`config.mk`:
```
export PLATFORM = sky130hd
export DESIGN_NAME = sadc_conv_ctrl
export DESIGN_NICKNAME = d
export VERILOG_FILES = /design/src/rtl/sadc_pkg.sv /design/src/rtl/sadc_sclk_gen.sv /design/src/rtl/sadc_capture.sv /design/src/rtl/sadc_ctrl_fsm.sv /design/src/rtl/sadc_conv_ctrl.sv
export SDC_FILE = /design/constraint.sdc
export NUM_CORES = 1
export LEC_CHECK = 0
export BUFFER_PORTS_ARGS = -buffer_cell sky130_fd_sc_hd__buf_2
export CORE_ASPECT_RATIO = 1.1
export CORE_MARGIN = 5
export CORE_UTILIZATION = 40
export CTS_CLUSTER_SIZE = 24
export DETAILED_ROUTE_END_ITERATION = 10
export PLACE_DENSITY = 0.68
export SLEW_MARGIN = 5
export SYNTH_ARGS = -nofsm -noshare
export SYNTH_HDL_FRONTEND = slang
export SYNTH_SLANG_ARGS = --single-unit
```
`constraint.sdc`:
```
create_clock -name clk_i -period 1.85 [get_ports clk_i]
set_input_delay 0 -clock clk_i [delete_from_list [all_inputs] [get_ports clk_i]]
set_output_delay 0 -clock clk_i [all_outputs]
set_load 0.05 [all_outputs]
```
`src/rtl/sadc_pkg.sv`:
```
package sadc_pkg;

  typedef enum logic [2:0] {
    ST_IDLE  = 3'd0,
    ST_LEAD  = 3'd1,
    ST_WAIT  = 3'd2,
    ST_SHIFT = 3'd3,
    ST_TAIL  = 3'd4
  } sadc_state_e;

endpackage

```
`src/rtl/sadc_sclk_gen.sv`:
```
module sadc_sclk_gen #(
  parameter int DIV_HALF = 7
) (
  input  logic clk,
  input  logic rst_n,
  input  logic run_i,
  output logic sclk_o,
  output logic rise_o,
  output logic fall_o
);

  localparam int CW = (DIV_HALF > 1) ? $clog2(DIV_HALF) : 1;
  localparam logic [CW-1:0] TERM = CW'(DIV_HALF - 1);

  logic [CW-1:0] cnt_q, cnt_d;
  logic          sclk_q, sclk_d;
  logic          at_term;

  assign at_term = (cnt_q == TERM);

  always_comb begin
    cnt_d  = cnt_q;
    sclk_d = sclk_q;
    if (!run_i) begin
      cnt_d  = '0;
      sclk_d = 1'b0;
    end else if (at_term) begin
      cnt_d  = '0;
      sclk_d = ~sclk_q;
    end else begin
      cnt_d = cnt_q + 1'b1;
    end
  end

  always_ff @(posedge clk or negedge rst_n) begin
    if (!rst_n) begin
      cnt_q  <= '0;
      sclk_q <= 1'b0;
    end else begin
      cnt_q  <= cnt_d;
      sclk_q <= sclk_d;
    end
  end

  assign sclk_o = sclk_q;
  assign rise_o = run_i && at_term && !sclk_q;
  assign fall_o = run_i && at_term && sclk_q;

  AST_SCLK_RISE_ON_TERM: assert property (@(posedge clk) disable iff (!rst_n)
    $rose(sclk_q) |-> ($past(cnt_q) == TERM) && $past(run_i));
  AST_SCLK_FALL_ON_TERM: assert property (@(posedge clk) disable iff (!rst_n)
    $fell(sclk_q) |-> ($past(cnt_q) == TERM));

endmodule

```
`src/rtl/sadc_capture.sv`:
```
module sadc_capture #(
  parameter int RES_W = 12
) (
  input  logic             clk,
  input  logic             rst_n,
  input  logic             clr_i,
  input  logic             shift_i,
  input  logic             load_i,
  input  logic             sdata_i,
  output logic             last_o,
  output logic [RES_W-1:0] result_o
);

  localparam int BW = $clog2(RES_W + 1);
  localparam logic [BW-1:0] LAST = BW'(RES_W - 1);
  localparam logic [BW-1:0] FULL = BW'(RES_W);

  logic [RES_W-1:0] sh_q, sh_d;
  logic [RES_W-1:0] res_q, res_d;
  logic [BW-1:0]    cnt_q, cnt_d;

  always_comb begin
    sh_d  = sh_q;
    res_d = res_q;
    cnt_d = cnt_q;
    if (clr_i) begin
      cnt_d = '0;
    end else if (shift_i) begin
      sh_d  = {sh_q[RES_W-2:0], sdata_i};
      cnt_d = cnt_q + 1'b1;
    end
    if (load_i) begin
      res_d = sh_q;
    end
  end

  always_ff @(posedge clk or negedge rst_n) begin
    if (!rst_n) begin
      sh_q  <= '0;
      res_q <= '0;
      cnt_q <= '0;
    end else begin
      sh_q  <= sh_d;
      res_q <= res_d;
      cnt_q <= cnt_d;
    end
  end

  assign last_o   = (cnt_q == LAST);
  assign result_o = res_q;

  AST_LOAD_ONLY_WHEN_FULL: assert property (@(posedge clk) disable iff (!rst_n)
    load_i |-> (cnt_q == FULL));
  AST_NO_SHIFT_PAST_FULL: assert property (@(posedge clk) disable iff (!rst_n)
    shift_i |-> (cnt_q < FULL));

endmodule

```
`src/rtl/sadc_ctrl_fsm.sv`:
```
module sadc_ctrl_fsm
  import sadc_pkg::*;
#(
  parameter int LEAD_CYC  = 2,
  parameter int START_TMO = 8
) (
  input  logic clk,
  input  logic rst_n,
  input  logic start_i,
  input  logic sdata_i,
  input  logic rise_i,
  input  logic fall_i,
  input  logic last_i,
  output logic run_o,
  output logic conv_o,
  output logic busy_o,
  output logic clr_o,
  output logic shift_o,
  output logic load_o,
  output logic done_o,
  output logic tmo_o
);

  localparam int LW = $clog2(LEAD_CYC + 1);
  localparam int TW = $clog2(START_TMO + 1);
  localparam logic [LW-1:0] LEAD_LAST = LW'(LEAD_CYC - 1);
  localparam logic [TW-1:0] TMO_LAST  = TW'(START_TMO - 1);
  localparam logic [TW-1:0] TMO_LIM   = TW'(START_TMO);

  sadc_state_e   state_q, state_d;
  logic [LW-1:0] lead_q, lead_d;
  logic [TW-1:0] tmo_cnt_q, tmo_cnt_d;
  logic          err_q, err_d;
  logic          done_q, done_d;
  logic          tmo_q, tmo_d;

  always_comb begin
    state_d   = state_q;
    lead_d    = lead_q;
    tmo_cnt_d = tmo_cnt_q;
    err_d     = err_q;
    done_d    = 1'b0;
    tmo_d     = 1'b0;
    clr_o     = 1'b0;
    shift_o   = 1'b0;
    load_o    = 1'b0;
    unique case (state_q)
      ST_IDLE: begin
        if (start_i) begin
          state_d   = ST_LEAD;
          lead_d    = '0;
          tmo_cnt_d = '0;
          err_d     = 1'b0;
          clr_o     = 1'b1;
        end
      end
      ST_LEAD: begin
        if (lead_q == LEAD_LAST) begin
          state_d = ST_WAIT;
        end else begin
          lead_d = lead_q + 1'b1;
        end
      end
      ST_WAIT: begin
        if (rise_i) begin
          if (!sdata_i) begin
            state_d = ST_SHIFT;
          end else if (tmo_cnt_q == TMO_LAST) begin
            state_d = ST_TAIL;
            err_d   = 1'b1;
          end else begin
            tmo_cnt_d = tmo_cnt_q + 1'b1;
          end
        end
      end
      ST_SHIFT: begin
        if (rise_i) begin
          shift_o = 1'b1;
          if (last_i) begin
            state_d = ST_TAIL;
          end
        end
      end
      ST_TAIL: begin
        if (fall_i) begin
          state_d = ST_IDLE;
          if (err_q) begin
            tmo_d = 1'b1;
          end else begin
            done_d = 1'b1;
            load_o = 1'b1;
          end
        end
      end
      default: state_d = ST_IDLE;
    endcase
  end

  always_ff @(posedge clk or negedge rst_n) begin
    if (!rst_n) begin
      state_q   <= ST_IDLE;
      lead_q    <= '0;
      tmo_cnt_q <= '0;
      err_q     <= 1'b0;
      done_q    <= 1'b0;
      tmo_q     <= 1'b0;
    end else begin
      state_q   <= state_d;
      lead_q    <= lead_d;
      tmo_cnt_q <= tmo_cnt_d;
      err_q     <= err_d;
      done_q    <= done_d;
      tmo_q     <= tmo_d;
    end
  end

  assign run_o  = (state_q == ST_WAIT) || (state_q == ST_SHIFT) || (state_q == ST_TAIL);
  assign conv_o = (state_q == ST_IDLE);
  assign busy_o = (state_q != ST_IDLE);
  assign done_o = done_q;
  assign tmo_o  = tmo_q;

  AST_DONE_ONE_CYCLE: assert property (@(posedge clk) disable iff (!rst_n)
    done_q |=> !done_q);
  AST_TMO_ONE_CYCLE: assert property (@(posedge clk) disable iff (!rst_n)
    tmo_q |=> !tmo_q);
  AST_DONE_EXCLUDES_TMO: assert property (@(posedge clk) disable iff (!rst_n)
    !(done_q && tmo_q));
  AST_TMO_COUNT_BOUND: assert property (@(posedge clk) disable iff (!rst_n)
    (state_q == ST_WAIT) |-> (tmo_cnt_q < TMO_LIM));
  AST_BUSY_BLOCKS_START: assert property (@(posedge clk) disable iff (!rst_n)
    (state_q == ST_WAIT || state_q == ST_SHIFT || state_q == ST_TAIL) |=> (state_q != ST_LEAD));
  AST_NO_CLOCK_IN_LEAD: assert property (@(posedge clk) disable iff (!rst_n)
    (state_q == ST_LEAD) |-> !rise_i && !fall_i);

endmodule

```
`src/rtl/sadc_conv_ctrl.sv`:
```
module sadc_conv_ctrl #(
  parameter int RES_W     = 12,
  parameter int DIV_HALF  = 7,
  parameter int LEAD_CYC  = 2,
  parameter int START_TMO = 8
) (
  input  logic             clk_i,
  input  logic             rst_ni,
  input  logic             start_i,
  input  logic             sdata_i,
  output logic             conv_o,
  output logic             sclk_o,
  output logic             busy_o,
  output logic             done_o,
  output logic             timeout_o,
  output logic [RES_W-1:0] result_o
);

  logic rst_meta_q, rst_sync_q;
  logic run, rise, fall, last_bit;
  logic clr, shift, load;

  always_ff @(posedge clk_i or negedge rst_ni) begin
    if (!rst_ni) begin
      rst_meta_q <= 1'b0;
      rst_sync_q <= 1'b0;
    end else begin
      rst_meta_q <= 1'b1;
      rst_sync_q <= rst_meta_q;
    end
  end

  sadc_sclk_gen #(
    .DIV_HALF (DIV_HALF)
  ) u_sclk_gen (
    .clk    (clk_i),
    .rst_n  (rst_sync_q),
    .run_i  (run),
    .sclk_o (sclk_o),
    .rise_o (rise),
    .fall_o (fall)
  );

  sadc_capture #(
    .RES_W (RES_W)
  ) u_capture (
    .clk      (clk_i),
    .rst_n    (rst_sync_q),
    .clr_i    (clr),
    .shift_i  (shift),
    .load_i   (load),
    .sdata_i  (sdata_i),
    .last_o   (last_bit),
    .result_o (result_o)
  );

  sadc_ctrl_fsm #(
    .LEAD_CYC  (LEAD_CYC),
    .START_TMO (START_TMO)
  ) u_ctrl_fsm (
    .clk     (clk_i),
    .rst_n   (rst_sync_q),
    .start_i (start_i),
    .sdata_i (sdata_i),
    .rise_i  (rise),
    .fall_i  (fall),
    .last_i  (last_bit),
    .run_o   (run),
    .conv_o  (conv_o),
    .busy_o  (busy_o),
    .clr_o   (clr),
    .shift_o (shift),
    .load_o  (load),
    .done_o  (done_o),
    .tmo_o   (timeout_o)
  );

  AST_SCLK_ONLY_IN_HOLD: assert property (@(posedge clk_i) disable iff (!rst_sync_q)
    sclk_o |-> !conv_o);
  AST_DONE_RELEASES_CONV: assert property (@(posedge clk_i) disable iff (!rst_sync_q)
    done_o |-> conv_o && !busy_o && !sclk_o);
  AST_IDLE_IGNORES_DATA: assert property (@(posedge clk_i) disable iff (!rst_sync_q)
    (conv_o && !start_i) |=> conv_o && !done_o && !timeout_o && $stable(result_o));
  AST_START_ENTERS_HOLD: assert property (@(posedge clk_i) disable iff (!rst_sync_q)
    (conv_o && start_i) |=> !conv_o && busy_o && !sclk_o);

endmodule

```
==> results.txt <==
fin crit period: 1.678 ns
share of cells above drive strength 1: 38.74%
Finish-stage setup viols: 0
RSZ-0062 raised after global routing: no
CTS Buffer Depth: 2
largest net degree at the start of global routing: 28
DP Area: 2290 µm²
status: completed
die height: 85.87 µm
Bufs and invs on worst path: 1
CTS Buf Count: 5
hold_buf cts: 1
sw frac: 33.03%
Worst slew margin: 59.86%
worst skew pair latency: 0.30 ns
Final Cell Area: 2412 µm²
GR peak layer: met2
Synth Area per Inst: 13.00 µm²
main combinational cell family by area after synthesis: multiplexers
ANT nets after route: 0
Synth Area in XOR/XNOR: 0.8368%
Buffers on Ports: 20
GRT Residual Overflow: 0
Pleak: 1.171 nW
syn_nets: 168
Seq cells post-synth: 46
Fin. Hold Viols: 0
slowest CP cell: or4_1
met1 capacity usage during global routing: 14.46%
Reg clk slew, reported paths: 0.09 ns
global placer's final weighted congestion: 0.8319
post-synthesis cell type count: 47
crit-path max cell delay: 0.47 ns
critical path's top delay family: simple AND/OR/NAND/NOR gates
Sw Pwr: 0.9523 mW
clock sink total: 46
CTS Root Cell: clkbuf_8
max frequency: 0.5958 GHz
post-DP HPWL: 2.479 mm
crit-path cells: buf_4 -> nor3b_1 -> nand2_1 -> or4_1 -> o21ai_0
fin crit share: 90.72%
Starting Density: 41.59%
Critical Path Fanout Max: 13
post-CTS setup buffers: 0
Min-Delay Path Class: in2async
P_int: 1.930 mW
full die area: 6782 µm²
Synthesis Warnings: 0
Mapped Area: 2093 µm²
Area Overhead vs Synth: 15.24%
critical path arrival: 1.89 ns
Top FF cell, synth: dfrtp_1
crit path kind: reg2reg
Clock H-tree levels: 2
antenna violations before repair: 0
synth top area cells: dfrtp_1, mux2_2, mux2_4
worst clock skew: 0.008716 ns
area fraction in compound gates after synthesis: 8.548%
Synth Instances: 161
Pins Over Slew Limit: 0
launching element type of the critical path: flip-flop
Least-Margin Pin Slew: 0.6021 ns
Comb power frac: 28.1%
Clock Power Share: 26.1%
DRC: 0
Worst setup EP type: flip-flop
DRT Pass-1 Iters: 6
Rows: 27
Final Non-Filler Cells: 249
required time of the critical path: 2.06 ns
Yosys top cell by area: dfrtp_1
Async SR Flop Fraction: 100.0%
Setup TNS Final: 0 ns
GR Util met2: 17.46%
Vias/cell: 5.353
global-route wire length before repair: 6.065 mm
Max Cap Viol: 0
core area: 5034 µm²
total number of vias: 1333
Post-synth EDFFs: 0
die width: 78.98 µm
final core occ: 47.92%
Starting DRT DRC Count: 46
adder and majority gate portion of the synthesized area: 1.793%
post-cts sizing count: 0
WL final: 3.488 mm
Synth Area in Simple Gates: 13.03%
sequential power share: 45.8%
number of I/O pins: 21
hold slack: 0.01566 ns
Inst Count DP: 240
diode count: 0
vias in the first global route: 1314
CTS tree: yes
mux share of post-synthesis cell area: 16.74%
gr usage total: 11.07%
PwrDens: 1195 nW/µm²
Peak supply drop: 0.6574 mV
Routed wire per std cell: 14.01 µm
top cell type's share of synthesized area: 54.99%
sequential element share of the synthesized area: 54.99%
GR Layer Usage met3: 2.836%
nets: 197
most common library cells after synthesis: dfrtp_1, mux2_2, mux2_4, nor2_1
cell with the most instances after synthesis: dfrtp_1
[stage by stage]
step                      setup WS (ns)  total power [mW]
after detailed placement         0.1917             2.156
final                            0.1716             2.883
after global routing            0.01714             3.074
after floorplan                 0.01619             1.935
after global placement           0.1718             2.142
after CTS                        0.1645             2.921
[cell families after synthesis]
group,count (synthesis)
DFF,46
and+or+nand+nor,43
muxes,29
AOI/OAI and AO/OA,25
buffers and inverters,12
adders and majority gates,3
xor gates and xnor gates,2
other,1
[power groups by stage]
stage / combinational, mW / sequential [mW] / clock, mW
floorplan: 0.612 / 1.32 / 0
global placement: 0.805 / 1.34 / 0
detailed placement: 0.818 / 1.34 / 0
CTS: 0.820 / 1.32 / 0.781
global route: 0.908 / 1.35 / 0.816
finish: 0.811 / 1.32 / 0.751
[flip-flops by register name (all words and copies together), names as in the netlist]
| name | cells |
|---|---|
| rst_sync_q | 1 |
| u_ctrl_fsm.state_q | 3 |
| u_ctrl_fsm.tmo_cnt_q | 4 |
| u_sclk_gen.cnt_q | 3 |
| u_capture.cnt_q | 4 |
| u_capture.result_o | 12 |
| u_ctrl_fsm.done_o | 1 |
| u_capture.sh_q | 12 |
| u_ctrl_fsm.err_q | 1 |
| u_sclk_gen.sclk_o | 1 |
| u_ctrl_fsm.tmo_o | 1 |
| rst_meta_q | 1 |
| u_ctrl_fsm.lead_q | 2 |
[path summary, 6_finish.rpt]
path / from / slack [ns] / cells past startpoint / to
worst max-delay path: u_ctrl_fsm.state_q[0]$_DFFE_PN0P_ / 0.17 / 5 / u_ctrl_fsm.tmo_cnt_q[3]$_DFFE_PN0P_
worst min-delay path: rst_ni / 0.02 / 2 / rst_meta_q$_DFF_PN0_
worst max register to register: u_ctrl_fsm.state_q[0]$_DFFE_PN0P_ / 0.17 / 5 / u_ctrl_fsm.tmo_cnt_q[3]$_DFFE_PN0P_
worst min register to register: rst_sync_q$_DFF_PN0_ / 0.28 / 0 / u_capture.cnt_q[0]$_DFFE_PN0P_
max in group asynchronous: rst_sync_q$_DFF_PN0_ / 0.92 / 1 / u_capture.sh_q[6]$_DFFE_PN0P_
min in group clk_i: sdata_i / 0.07 / 2 / u_capture.sh_q[0]$_DFFE_PN0P_
[worst register-to-register path, stage by stage (launching register included)]
cell	delay, ns
dfrtp_1	0.42
buf_4	0.19
nor3b_1	0.31
nand2_1	0.12
or4_1	0.47
o21ai_0	0.10
[cell type report]
type                            count  area, µm²
Clock buffer                        5      68.82
Multi-Input combinational cell    103      872.1
Sequential cell                    46       1154
Fill cell                         463       2621
Clock inverter                      3      43.79
Inverter                            5      18.77
Timing Repair Buffer               29      182.7
Tap cell                           58      72.57
[layer usage]
metal	part of all wire, %	routed length [µm]
met5	0	0
met4	2.1	74
met3	4.7	164
met2	48	1661
met1	46	1588
[layout by cell type (no fill, tap or decap), types with 2 or more instances in the layout]
cell type  Yosys  routed
or3_1          2       2
dfrtp_2        0       2
nand2_1        6       6
ha_1           3       3
mux2_2        20      20
buf_2          1      20
nand3b_1       4       4
a211o_1        2       2
xnor2_1        2       2
nor2_1         7       7
clkbuf_8       0       5
buf_4          1       7
inv_1          5       5
nand2b_1       3       3
a22o_2         2       2
nor3_1         3       2
mux2_4         7       7
o21ai_0        6       6
dfrtp_1       46      44
nor3b_1        2       2
nand3_1        2       2
mux2i_1        2       2
a21oi_1        5       5
o31ai_1        2       2
nand4b_1       2       2
No activity file was read; power rests on OpenSTA's default activity.
